### src/rtl/wstk_pkg.sv
package wstk_pkg;
  typedef enum logic [1:0] {
    ST_IDLE = 2'd0,
    ST_HI   = 2'd1,
    ST_LO   = 2'd2,
    ST_ACK  = 2'd3
  } wstk_state_t;
endpackage

### src/rtl/wstk_seq.sv
module wstk_seq
  import wstk_pkg::*;
(
  input  logic        clk,
  input  logic        rst_n,
  input  logic        push_req,
  input  logic        pop_req,
  output wstk_state_t state,
  output logic        op_push,
  output logic        err,
  output logic        accept
);
  assign accept = (state == ST_IDLE) && (push_req || pop_req);

  always_ff @(posedge clk or negedge rst_n) begin
    if (!rst_n) begin
      state   <= ST_IDLE;
      op_push <= 1'b0;
      err     <= 1'b0;
    end else begin
      err <= 1'b0;
      unique case (state)
        ST_IDLE: if (accept) begin
          state   <= ST_HI;
          op_push <= push_req;            // push wins on conflict
          err     <= push_req && pop_req;
        end
        ST_HI:   state <= ST_LO;
        ST_LO:   state <= ST_ACK;
        default: state <= ST_IDLE;
      endcase
    end
  end

  // error flag never stretches past one cycle
  p_err_pulse_r9: assert property (@(posedge clk) disable iff (!rst_n)
    err |=> !err);
  // byte phases follow each other without gaps
  p_hi_then_lo_r8: assert property (@(posedge clk) disable iff (!rst_n)
    (state == ST_HI) |=> (state == ST_LO));
  p_lo_then_ack_r8: assert property (@(posedge clk) disable iff (!rst_n)
    (state == ST_LO) |=> (state == ST_ACK));
endmodule

### src/rtl/wstk_regs.sv
module wstk_regs #(
  parameter int OFF_W = 16,
  parameter int STEP  = 2
) (
  input  logic             clk,
  input  logic             rst_n,
  input  logic             idle,
  input  logic             sp_ld,
  input  logic [OFF_W-1:0] sp_val,
  input  logic             seg_ld,
  input  logic [OFF_W-1:0] seg_val,
  input  logic             step,
  input  logic             dir_push,
  output logic [OFF_W-1:0] sp,
  output logic [OFF_W-1:0] seg
);
  localparam logic [OFF_W-1:0] STEP_V = OFF_W'(STEP);

  always_ff @(posedge clk or negedge rst_n) begin
    if (!rst_n) begin
      sp  <= '0;
      seg <= '0;
    end else begin
      if (step)
        sp <= dir_push ? sp - STEP_V : sp + STEP_V;   // wraps modulo 2^OFF_W
      else if (idle && sp_ld)
        sp <= sp_val;
      if (idle && seg_ld)
        seg <= seg_val;
    end
  end

  // registers hold while a transfer runs, except the final step
  p_busy_sp_hold_r10: assert property (@(posedge clk) disable iff (!rst_n)
    (!idle && !step) |=> $stable(sp));
  p_busy_seg_hold_r10: assert property (@(posedge clk) disable iff (!rst_n)
    (!idle) |=> $stable(seg));
endmodule

### src/rtl/wstk_agen.sv
module wstk_agen #(
  parameter int OFF_W     = 16,
  parameter int SEG_SHIFT = 4
) (
  input  logic [OFF_W-1:0]           sp,
  input  logic [OFF_W-1:0]           seg,
  input  logic                       hi_phase,
  input  logic                       dir_push,
  output logic [OFF_W+SEG_SHIFT-1:0] addr
);
  localparam int PHYS_W = OFF_W + SEG_SHIFT;

  logic [OFF_W-1:0]  off;
  logic [PHYS_W-1:0] base;
  logic [PHYS_W-1:0] off_ext;

  always_comb begin
    // push: SP-1 then SP-2; pop: (SP+2)-1 then (SP+2)-2
    if (dir_push) off = hi_phase ? sp - OFF_W'(1) : sp - OFF_W'(2);
    else          off = hi_phase ? sp + OFF_W'(1) : sp;
  end

  assign base    = {seg, {SEG_SHIFT{1'b0}}};
  assign off_ext = {{SEG_SHIFT{1'b0}}, off};
  assign addr    = base + off_ext;   // wraps modulo 2^PHYS_W
endmodule

### src/rtl/wstk_top.sv
module wstk_top
  import wstk_pkg::*;
#(
  parameter int OFF_W     = 16,
  parameter int SEG_SHIFT = 4,
  parameter int WORD_W    = 16
) (
  input  logic                       clk,
  input  logic                       rst_n,
  input  logic                       push_req,
  input  logic                       pop_req,
  input  logic [WORD_W-1:0]          push_data,
  input  logic                       sp_load,
  input  logic [OFF_W-1:0]           sp_load_val,
  input  logic                       seg_load,
  input  logic [OFF_W-1:0]           seg_load_val,
  output logic                       ready,
  output logic                       ack,
  output logic [WORD_W-1:0]          pop_data,
  output logic                       err,
  output logic [OFF_W-1:0]           sp_out,
  output logic [OFF_W-1:0]           seg_out,
  output logic                       mem_en,
  output logic                       mem_we,
  output logic [OFF_W+SEG_SHIFT-1:0] mem_addr,
  output logic [WORD_W/2-1:0]        mem_wdata,
  input  logic [WORD_W/2-1:0]        mem_rdata
);
  localparam int BYTE_W = WORD_W / 2;

  wstk_state_t       state;
  logic              op_push;
  logic              accept;
  logic              hi_phase;
  logic [WORD_W-1:0] wbuf;
  logic [WORD_W-1:0] rbuf;

  wstk_seq u_seq (
    .clk(clk), .rst_n(rst_n), .push_req(push_req), .pop_req(pop_req),
    .state(state), .op_push(op_push), .err(err), .accept(accept)
  );

  wstk_regs #(.OFF_W(OFF_W), .STEP(2)) u_regs (
    .clk(clk), .rst_n(rst_n), .idle(state == ST_IDLE),
    .sp_ld(sp_load), .sp_val(sp_load_val),
    .seg_ld(seg_load), .seg_val(seg_load_val),
    .step(state == ST_LO), .dir_push(op_push),
    .sp(sp_out), .seg(seg_out)
  );

  wstk_agen #(.OFF_W(OFF_W), .SEG_SHIFT(SEG_SHIFT)) u_agen (
    .sp(sp_out), .seg(seg_out), .hi_phase(hi_phase), .dir_push(op_push),
    .addr(mem_addr)
  );

  assign hi_phase  = (state == ST_HI);
  assign ready     = (state == ST_IDLE);
  assign ack       = (state == ST_ACK);
  assign mem_en    = (state == ST_HI) || (state == ST_LO);
  assign mem_we    = mem_en && op_push;
  assign mem_wdata = hi_phase ? wbuf[WORD_W-1:BYTE_W] : wbuf[BYTE_W-1:0];
  assign pop_data  = rbuf;

  always_ff @(posedge clk or negedge rst_n) begin
    if (!rst_n) begin
      wbuf <= '0;
      rbuf <= '0;
    end else begin
      if (accept) wbuf <= push_data;
      if (mem_en && !op_push) begin
        if (hi_phase) rbuf[WORD_W-1:BYTE_W] <= mem_rdata;
        else          rbuf[BYTE_W-1:0]      <= mem_rdata;
      end
    end
  end

  // acknowledge is a single-cycle pulse followed by idle
  p_ack_pulse_r8: assert property (@(posedge clk) disable iff (!rst_n)
    ack |=> (!ack && ready));
  // a taken request drops ready on the next cycle
  p_ready_drop_r2: assert property (@(posedge clk) disable iff (!rst_n)
    (ready && (push_req || pop_req)) |=> !ready);
  // no memory traffic in the cycle after acknowledge
  p_quiet_after_ack_r11: assert property (@(posedge clk) disable iff (!rst_n)
    ack |=> !mem_en);
  // error only right after an accepted transfer, which must be a write
  p_err_is_push_r9: assert property (@(posedge clk) disable iff (!rst_n)
    err |-> (mem_en && mem_we));
endmodule

### config.mk
export PLATFORM = sky130hd
export DESIGN_NAME = wstk_top
export DESIGN_NICKNAME = d
export VERILOG_FILES = /design/src/rtl/wstk_pkg.sv /design/src/rtl/wstk_seq.sv /design/src/rtl/wstk_regs.sv /design/src/rtl/wstk_agen.sv /design/src/rtl/wstk_top.sv
export SDC_FILE = /design/constraint.sdc
export NUM_CORES = 1
export LEC_CHECK = 0
export ABC_CLOCK_PERIOD_IN_PS = 5100
export BUFFER_PORTS_ARGS = -buffer_cell sky130_fd_sc_hd__buf_2
export CAP_MARGIN = 20
export CELL_PAD_IN_SITES_DETAIL_PLACEMENT = 1
export CELL_PAD_IN_SITES_GLOBAL_PLACEMENT = 1
export CORE_MARGIN = 3
export CORE_UTILIZATION = 43
export DETAILED_ROUTE_END_ITERATION = 16
export PLACE_DENSITY = 0.94
export SKIP_CTS_REPAIR_TIMING = 1
export SYNTH_ARGS = -nofsm -noshare
export SYNTH_HDL_FRONTEND = slang
export SYNTH_HIERARCHICAL = 1
export SYNTH_SLANG_ARGS = --single-unit
### constraint.sdc
create_clock -name clk -period 5.1 [get_ports clk]
set_clock_uncertainty 0.05 [all_clocks]
set_input_delay 0.51 -clock clk [delete_from_list [all_inputs] [get_ports clk]]
set_output_delay 0.51 -clock clk [all_outputs]
set_load 0.03 [all_outputs]
# After elaboration in Yosys (flattened, before gate mapping)
# Cells that the tools add are included.
# op_classes
n_lt_le_gt_ge	0
div_mod_pow	0
shifts	0
n_bitwise	1
n_addsub	5
n_mul	0
n_eq_ne	4
n_mux	11
n_reduce_logical	14
# op_table
cell	n
two-way mux 16 bit	6
adder 20 x 16 -> 20 bit	1
adder 16 x 1 -> 16 bit (second input constant)	1
adder 16 x 2 -> 16 bit (second input constant)	1
subtractor 16 x 1 -> 16 bit (second input constant)	1
subtractor 16 x 2 -> 16 bit (second input constant)	1
two-way mux 8 bit	1
logical AND 1 bit	6
case mux 2 bit (3 select lines)	1
AND reduction 2 bit	3
== test 2 bit (second input constant)	2
== test 2 x 1 -> 1 bit (second input constant)	1
zero test 2 bit	1
logical OR 1 bit	2
two-way mux 1 bit	2
two-way mux 2 bit	1
inequality test 2 bit (second input constant)	1
nonzero test 2 bit	1
zero test 1 bit	1
NOT 1 bit	1
# totals
mem_bits_rw	0
mem_count	0
mem_bits_ro	0
out_inout_bits	81
latch_bits	0
ff_bits	68
word_cells	43

# Longest topological paths before layout
# Gate-level depths: netlist (run 1).
# depth
word_depth	4
ltp_mapped	15
ltp_nobuf	13

# Hierarchy
# Netlist (run 1), hierarchy kept.
# modules_own_cells
module	cells_each	seq_area_each_um2	instances	area_each_um2
wstk_regs	196	800.8	1	2044.5
wstk_top	85	800.8	1	1366.3
wstk_agen	182	0.0	1	1268.7
wstk_seq	17	100.1	1	198.9

# Worst setup path before layout (run 1)
# OpenSTA, ideal clock, no wires.
# synth_path
path_type	register -> output
startpoint	register u_seq.state[1]
endpoint	output mem_addr[18]
path_buffers	1
required_ps	4540
slack_ps	722
arrival_time_ps	3818
stages_incl_launch_ff	14
path_cell_list	dfrtp_1 > inv_1 > ha_1 > buf_4 > nor2b_1 > nor3_1 > and4b_1 > a21oi_1 > xnor2_1 > ha_1 > and4_1 > and2_1 > a22o_1 > o311ai_0
# synth_between
elab_chain_len	4
elab_cells_between_ends	5
# synth_rtl
item	line	source
start, declared	wstk_seq.sv:8	output wstk_state_t state,
start signal, assigned	wstk_seq.sv:17	state <= ST_IDLE;
start signal, assigned	wstk_seq.sv:24	state <= ST_HI;
start signal, assigned	wstk_seq.sv:28	ST_HI: state <= ST_LO;
== test 2 x 1 -> 1 bit *	wstk_top.sv:56	assign hi_phase = (state == ST_HI);
net hi_phase	wstk_top.sv:34	logic hi_phase;
two-way mux 16 bit, on equally long branches	wstk_agen.sv:20, wstk_agen.sv:19	
two-way mux 16 bit *	wstk_agen.sv:19	if (dir_push) off = hi_phase ? sp - OFF_W'(1) : sp - OFF_W'(2);
adder 20 x 16 -> 20 bit *	wstk_agen.sv:25	assign addr = base + off_ext;
end, declared	wstk_top.sv:25	output logic [OFF_W+SEG_SHIFT-1:0] mem_addr,
# The timed path passes the listed nets; every way through them passes the cells marked *.

# Final worst setup path (run 1)
# layout_path
startpoint	register u_seq.state[1]
endpoint	output mem_addr[17]
# The elaborated chain is that of the path after synthesis.

==> results of run 1 <==
==> layout by cell type (no fill, tap or decap), types with 11 or more instances in the layout <==
cell type  instances
buf_2            142
dfrtp_1           68
mux2_2            61
nand2_1           36
ha_1              35
a21oi_1           28
xnor2_1           23
nor2_1            21
o21ai_0           17
nand3_1           16
inv_1             12
xor2_1            11
mux2i_1           11
==> critical path, delay by kind of cell (launching register included) <==
family                   cells  cell delay (ps)
AND/OR/NAND/NOR              5             1320
buffers and inverters        2              320
adder cells (fa/ha/maj)      2              680
XOR/XNOR                     1              160
AO/OA/AOI/OAI                4              890
flip-flops                   1              430
==> worst max-delay path by stage <==
stage / from / endpoint / slack, ps / cells after the start
4_1_cts: u_seq/state[1]$_DFFE_PN0P_ / mem_addr[17] / 480 / 14
6_report: u_seq/state[1]$_DFFE_PN0P_ / mem_addr[17] / 400 / 14
5_1_grt: u_seq/state[1]$_DFFE_PN0P_ / mem_addr[17] / 140 / 14
3_3_place_gp: u_seq/state[1]$_DFFE_PN0P_ / mem_addr[17] / 1170 / 14
3_5_place_dp: u_seq/state[1]$_DFFE_PN0P_ / mem_addr[17] / 910 / 14
2_1_floorplan: u_seq/state[1]$_DFFE_PN0P_ / mem_addr[18] / 720 / 13
==> layer usage <==
metal | wire [um] | GRT usage
met1 | 5680 | 0.262
met4 | 312 | 0.0881
met2 | 7570 | 0.426
met3 | 1010 | 0.0631
met5 | 13 | 0
==> layout make-up <==
type	count	share of cell area
Sequential cell	68	0.285
Inverter	13	0.00817
Timing Repair Buffer	146	0.124
Clock inverter	4	0.00398
Tap cell	140	0.0293
Clock buffer	12	0.0430
Multi-Input combinational cell	379	0.506
==> cell families after synthesis <==
logic type | after synthesis
compound gates | 106
xor+xnor | 34
fa+ha+maj | 37
buf+inv | 33
flops | 68
mux | 72
simple gates | 130
==> stage by stage <==
stage | instances | hold slack [ps] | setup WS, ps | utilization
2_1_floorplan | 480 | 164 | 722 | -
3_3_place_gp | 746 | 432 | 1170 | 0.518
3_5_place_dp | 746 | 443 | 913 | 0.518
4_1_cts | 762 | 338 | 480 | 0.544
5_1_grt | 762 | 350 | 141 | 0.544
6_report | 762 | 340 | 396 | 0.544
==> registers in the layout (all words and copies together), names as in the netlist <==
signal / count
u_seq/state: 2
u_seq/err: 1
u_regs/sp: 16
pop_data: 16
wbuf: 16
u_regs/seg: 16
u_seq/op_push: 1
==> flow_summary.json, run 1 <==
{
  "ys_types": 73,
  "dieHeight_um": 113,
  "synth_top_area_cell": "dfrtp_1",
  "finalHoldViolations": 0,
  "synth_most_common_cell": "dfrtp_1",
  "critPathSlowestCell": "dfrtp_1",
  "grt_antenna_before_repair": 1,
  "synth_fa_ha_area_frac": 0.0980,
  "num_antenna_cells": 0,
  "dieWidth_um": 113,
  "yosysWarnings": 6,
  "crit_type": "flop to primary output",
  "finalInstanceArea_sq_um": 5970,
  "relSlewSlack": 0.408,
  "reg2reg_slack_ps": 2110,
  "gp_congestion": 0.868,
  "cts_max_path_buffers": 2,
  "synth_seq_area_share": 0.349,
  "ys_ff_latch": 68,
  "drtIter0Drc": 214,
  "cap_violations": 0,
  "route.detailed.drc": 0,
  "core_sq_um": 11000,
  "synth_top_family_by_area": "multiplexers",
  "cts_tree": "yes",
  "wirelength_um": 14600,
  "num_rows": 38,
  "nets": 716,
  "critical_path.max_stage_delay_ps": 430,
  "cts_sinks": 68,
  "h-tree-depth": 3,
  "yosys-top-cells-area": "dfrtp_1 (35%), mux2_2 (14%), ha_1 (9.0%)",
  "synthXorXnorAreaFrac": 0.0610,
  "cp_cell_sequence": "inv_1, ha_1, nor2b_1, nor3_1, and4b_1, a22oi_1, xnor2_1, ha_1, nand2_1, nor3b_1, o2111ai_1, o221a_2, o211ai_1, buf_2",
  "synth_area_sq_um": 4880,
  "grt_pass1_wl_um": 24100,
  "arrival_ps": 4140,
  "num-fill-cells": 1294,
  "boundaryPins": 143,
  "worst_r2r_endpoint": "u_regs/sp[10]$_DFFE_PN0P_",
  "place_hpwl_um": 11000,
  "final.min_clock_period_ps": 4700,
  "worstSetupEndpointType": "primary output",
  "grt_max_degree": 69,
  "status": "completed",
  "grt_pass1_vias": 4841,
  "worst_pin_slew_ps": 888,
  "initial_core_util": 0.444,
  "grt_setup_unrepaired": "false",
  "reg2reg_from": "u_seq/op_push$_DFFE_PN0P_",
  "cts_root_buf": "clkbuf_16",
  "first_pass_iters": 4,
  "r2r_cells": 7,
  "cp_max_fo": 7,
  "cp-start-kind": "flop",
  "synthSimpleGateAreaFrac": 0.146,
  "grt_usage": 0.235,
  "cp_common_cell": "ha_1",
  "synth_edf_count": 0,
  "synth_compound_area_frac": 0.152,
  "synth_cells": 480,
  "syn_to_final_growth_pct": 22.4,
  "drv_slew": 0,
  "setup_tns_ps": 0,
  "ff_latch_area_sq_um": 1700,
  "grt_overflow": 0,
  "dpl-instance-area_sq_um": 5690,
  "die-area_sq_um": 12700,
  "clk-insertion-delay-late_ps": 340,
  "multi_input_area_sq_um": 3020,
  "clk_pin_slew_ps": 50,
  "netlist.area_leader.share": 0.349,
  "yosys-mux-area-fraction": 0.163,
  "viasPerCell": 5.79,
  "async_flop_share": 1.00,
  "wl_per_cell_um": 19.1,
  "worstPathRequired_ps": 4540,
  "synth_nets": 579,
  "synth_top_cells_by_count": "dfrtp_1 (68), mux2_2 (61), nand2_1 (36)",
  "fmax_ghz": 0.213,
  "hold_path_class": "primary input to asynchronous set/reset pin",
  "avgSynthCellArea_sq_um": 10.2,
  "portBuffers": 142,
  "layout-drive-gt1-share": 0.387,
  "final-setup-viol-count": 0,
  "drtAntennaViolNets": 0,
  "numCtsBuffers": 9,
  "period_share": 0.922,
  "vias": 4414,
  "synth-main-ff-cell": "dfrtp_1"
}
Power of run 1 is not shown: default switching activity piles up to over one toggle a cycle in this logic, so the estimate is an artifact.
==> inputs of run 2 (changes only) <==
--- a/config.mk
+++ b/config.mk
@@ -5,15 +5,15 @@
 export SDC_FILE = /design/constraint.sdc
 export NUM_CORES = 1
 export LEC_CHECK = 0
-export ABC_CLOCK_PERIOD_IN_PS = 5100
+export ABC_CLOCK_PERIOD_IN_PS = 4800
 export BUFFER_PORTS_ARGS = -buffer_cell sky130_fd_sc_hd__buf_2
 export CAP_MARGIN = 20
 export CELL_PAD_IN_SITES_DETAIL_PLACEMENT = 1
 export CELL_PAD_IN_SITES_GLOBAL_PLACEMENT = 1
 export CORE_MARGIN = 3
-export CORE_UTILIZATION = 43
+export CORE_UTILIZATION = 40
 export DETAILED_ROUTE_END_ITERATION = 16
-export PLACE_DENSITY = 0.94
+export PLACE_DENSITY = 0.89
 export SKIP_CTS_REPAIR_TIMING = 1
 export SYNTH_ARGS = -nofsm -noshare
 export SYNTH_HDL_FRONTEND = slang
==> constraint.sdc (replaced) <==
create_clock -name clk -period 4.8 [get_ports clk]
set_clock_uncertainty 0.05 [all_clocks]
set_input_delay 0.48 -clock clk [delete_from_list [all_inputs] [get_ports clk]]
set_output_delay 0.48 -clock clk [all_outputs]
set_load 0.03 [all_outputs]
==> run 2 against run 1 <==
Non-clock buffer count did not move. Via count is 1.3% lower. Critical path depth down 1. Utilization is 3.1 points lower. Worst setup slack worse by 43 ps. Sequential share of layout area about the same. Worst hold slack worse by 52 ps. Wire length increased by 1.5%. Flip-flop and latch count did not move. Cell count increased by 0.39%. Die area up 7.1%. Critical endpoint is now mem_addr[18].
==> flow_summary.json, run 2 (synthesis gave the netlist of run 1 again) <==
{
  "crit_path_start": "u_seq/state[1]$_DFFE_PN0P_",
  "worst_r2r_endpoint": "u_regs/sp[15]$_DFFE_PN0P_",
  "portBuffers": 142,
  "worstSetupEndpointType": "primary output",
  "grtUsageMet2": 0.391,
  "cp_max_fo": 8,
  "first_pass_iters": 4,
  "hold_path_class": "primary input to asynchronous set/reset pin",
  "setup_slack_ps": 352,
  "initial_core_util": 0.418,
  "cp-start-kind": "flop",
  "drtAntennaViolNets": 0,
  "boundaryPins": 143,
  "grtUsageMet3": 0.0311,
  "final-setup-viol-count": 0,
  "cts_tree": "yes",
  "cts_sinks": 68,
  "grt_overflow": 0,
  "wl_per_cell_um": 19.4,
  "numCtsBuffers": 9,
  "relSlewSlack": 0.396,
  "crit_end": "mem_addr[18]",
  "die-area_sq_um": 13600,
  "layout-drive-gt1-share": 0.392,
  "grt_max_degree": 69,
  "clk_pin_slew_ps": 60,
  "top_usage_layer": "met2",
  "layout.cells.most_common": "buf_2",
  "cap_violations": 0,
  "pre_cts_slack_ps": 640,
  "use_met1": 0.261,
  "reg2reg_slack_ps": 2010,
  "route.detailed.drc": 0,
  "drtIter0Drc": 197,
  "cts_max_path_buffers": 2,
  "setup_tns_ps": 0,
  "clk-insertion-delay-late_ps": 350,
  "syn_to_final_growth_pct": 22.6,
  "grt_pass1_wl_um": 23300,
  "finalHoldViolations": 0,
  "worstPathRequired_ps": 4270,
  "mostFrequentLayoutCells": "buf_2 (142), dfrtp_1 (68), mux2_2 (61)",
  "cts_root_buf": "clkbuf_16",
  "final.min_clock_period_ps": 4450,
  "place_hpwl_um": 11300,
  "grt_setup_unrepaired": "false",
  "period_share": 0.927,
  "nets": 716,
  "h-tree-depth": 3,
  "status": "completed",
  "num_rows": 39,
  "viasPerCell": 5.70,
  "num_antenna_cells": 0,
  "grt_usage": 0.221,
  "core_sq_um": 11700,
  "drv_slew": 0,
  "grt_antenna_before_repair": 0,
  "reg2reg_from": "u_seq/op_push$_DFFE_PN0P_",
  "num-fill-cells": 1372,
  "worst_pin_slew_ps": 906,
  "r2r_cells": 7,
  "vias": 4357,
  "crit_type": "flop to primary output",
  "dieWidth_um": 116,
  "fmax_ghz": 0.225,
  "grt_pass1_vias": 4613,
  "arrival_ps": 3920,
  "dieHeight_um": 116,
  "wirelength_um": 14800,
  "gp_congestion": 0.883
}
==> run 2: worst min-delay path by stage <==
stage	to	slack, ps	cells past startpoint
3_5_place_dp	pop_data[9]$_DFFE_PN0P_	440	1
2_1_floorplan	pop_data[0]$_DFFE_PN0P_	130	0
3_3_place_gp	wbuf[8]$_DFFE_PN0P_	430	1
5_1_grt	u_regs/seg[15]$_DFFE_PN0P_	320	2
4_1_cts	u_regs/seg[10]$_DFFE_PN0P_	300	2
6_report	u_regs/sp[7]$_DFFE_PN0P_	290	2
==> run 2: layout make-up <==
type / count / area, sq um / area share
Clock buffer: 10 / 239 / 0.0400
Clock inverter: 6 / 38.8 / 0.00649
Inverter: 13 / 48.8 / 0.00816
Multi-Input combinational cell: 379 / 3030 / 0.507
Sequential cell: 68 / 1700 / 0.285
Tap cell: 143 / 179 / 0.0299
Timing Repair Buffer: 146 / 741 / 0.124
==> run 2: worst max-delay path: stages (launching register included) <==
cell      delay [ps]
dfrtp_1          440
inv_1            100
ha_1             310
nor2b_1          120
nor3_1           290
and4b_1          330
a22oi_1          100
xnor2_1          160
ha_1             350
a21oi_1          250
o21ai_0          200
a22o_1           280
o311ai_1         370
buf_2            270
==> run 2: metrics by stage <==
step,hold slack (ps),utilization,area [sq um],std cells
finish,288,0.513,5980,765
global route,318,0.513,5980,765
CTS,304,0.512,5970,765
detailed placement,443,0.488,5690,749
global placement,433,0.488,5690,749
floorplan,134,-,4880,480
==> run 2: metal layers <==
| metal | up-vias | routed length [um] |
|---|---|---|
| li1 | 2055 | - |
| met1 | 2175 | 6200 |
| met2 | 97 | 7670 |
| met3 | 30 | 471 |
| met4 | 0 | 473 |
| met5 | - | 0 |
Power of run 2 is left out for the same reason.
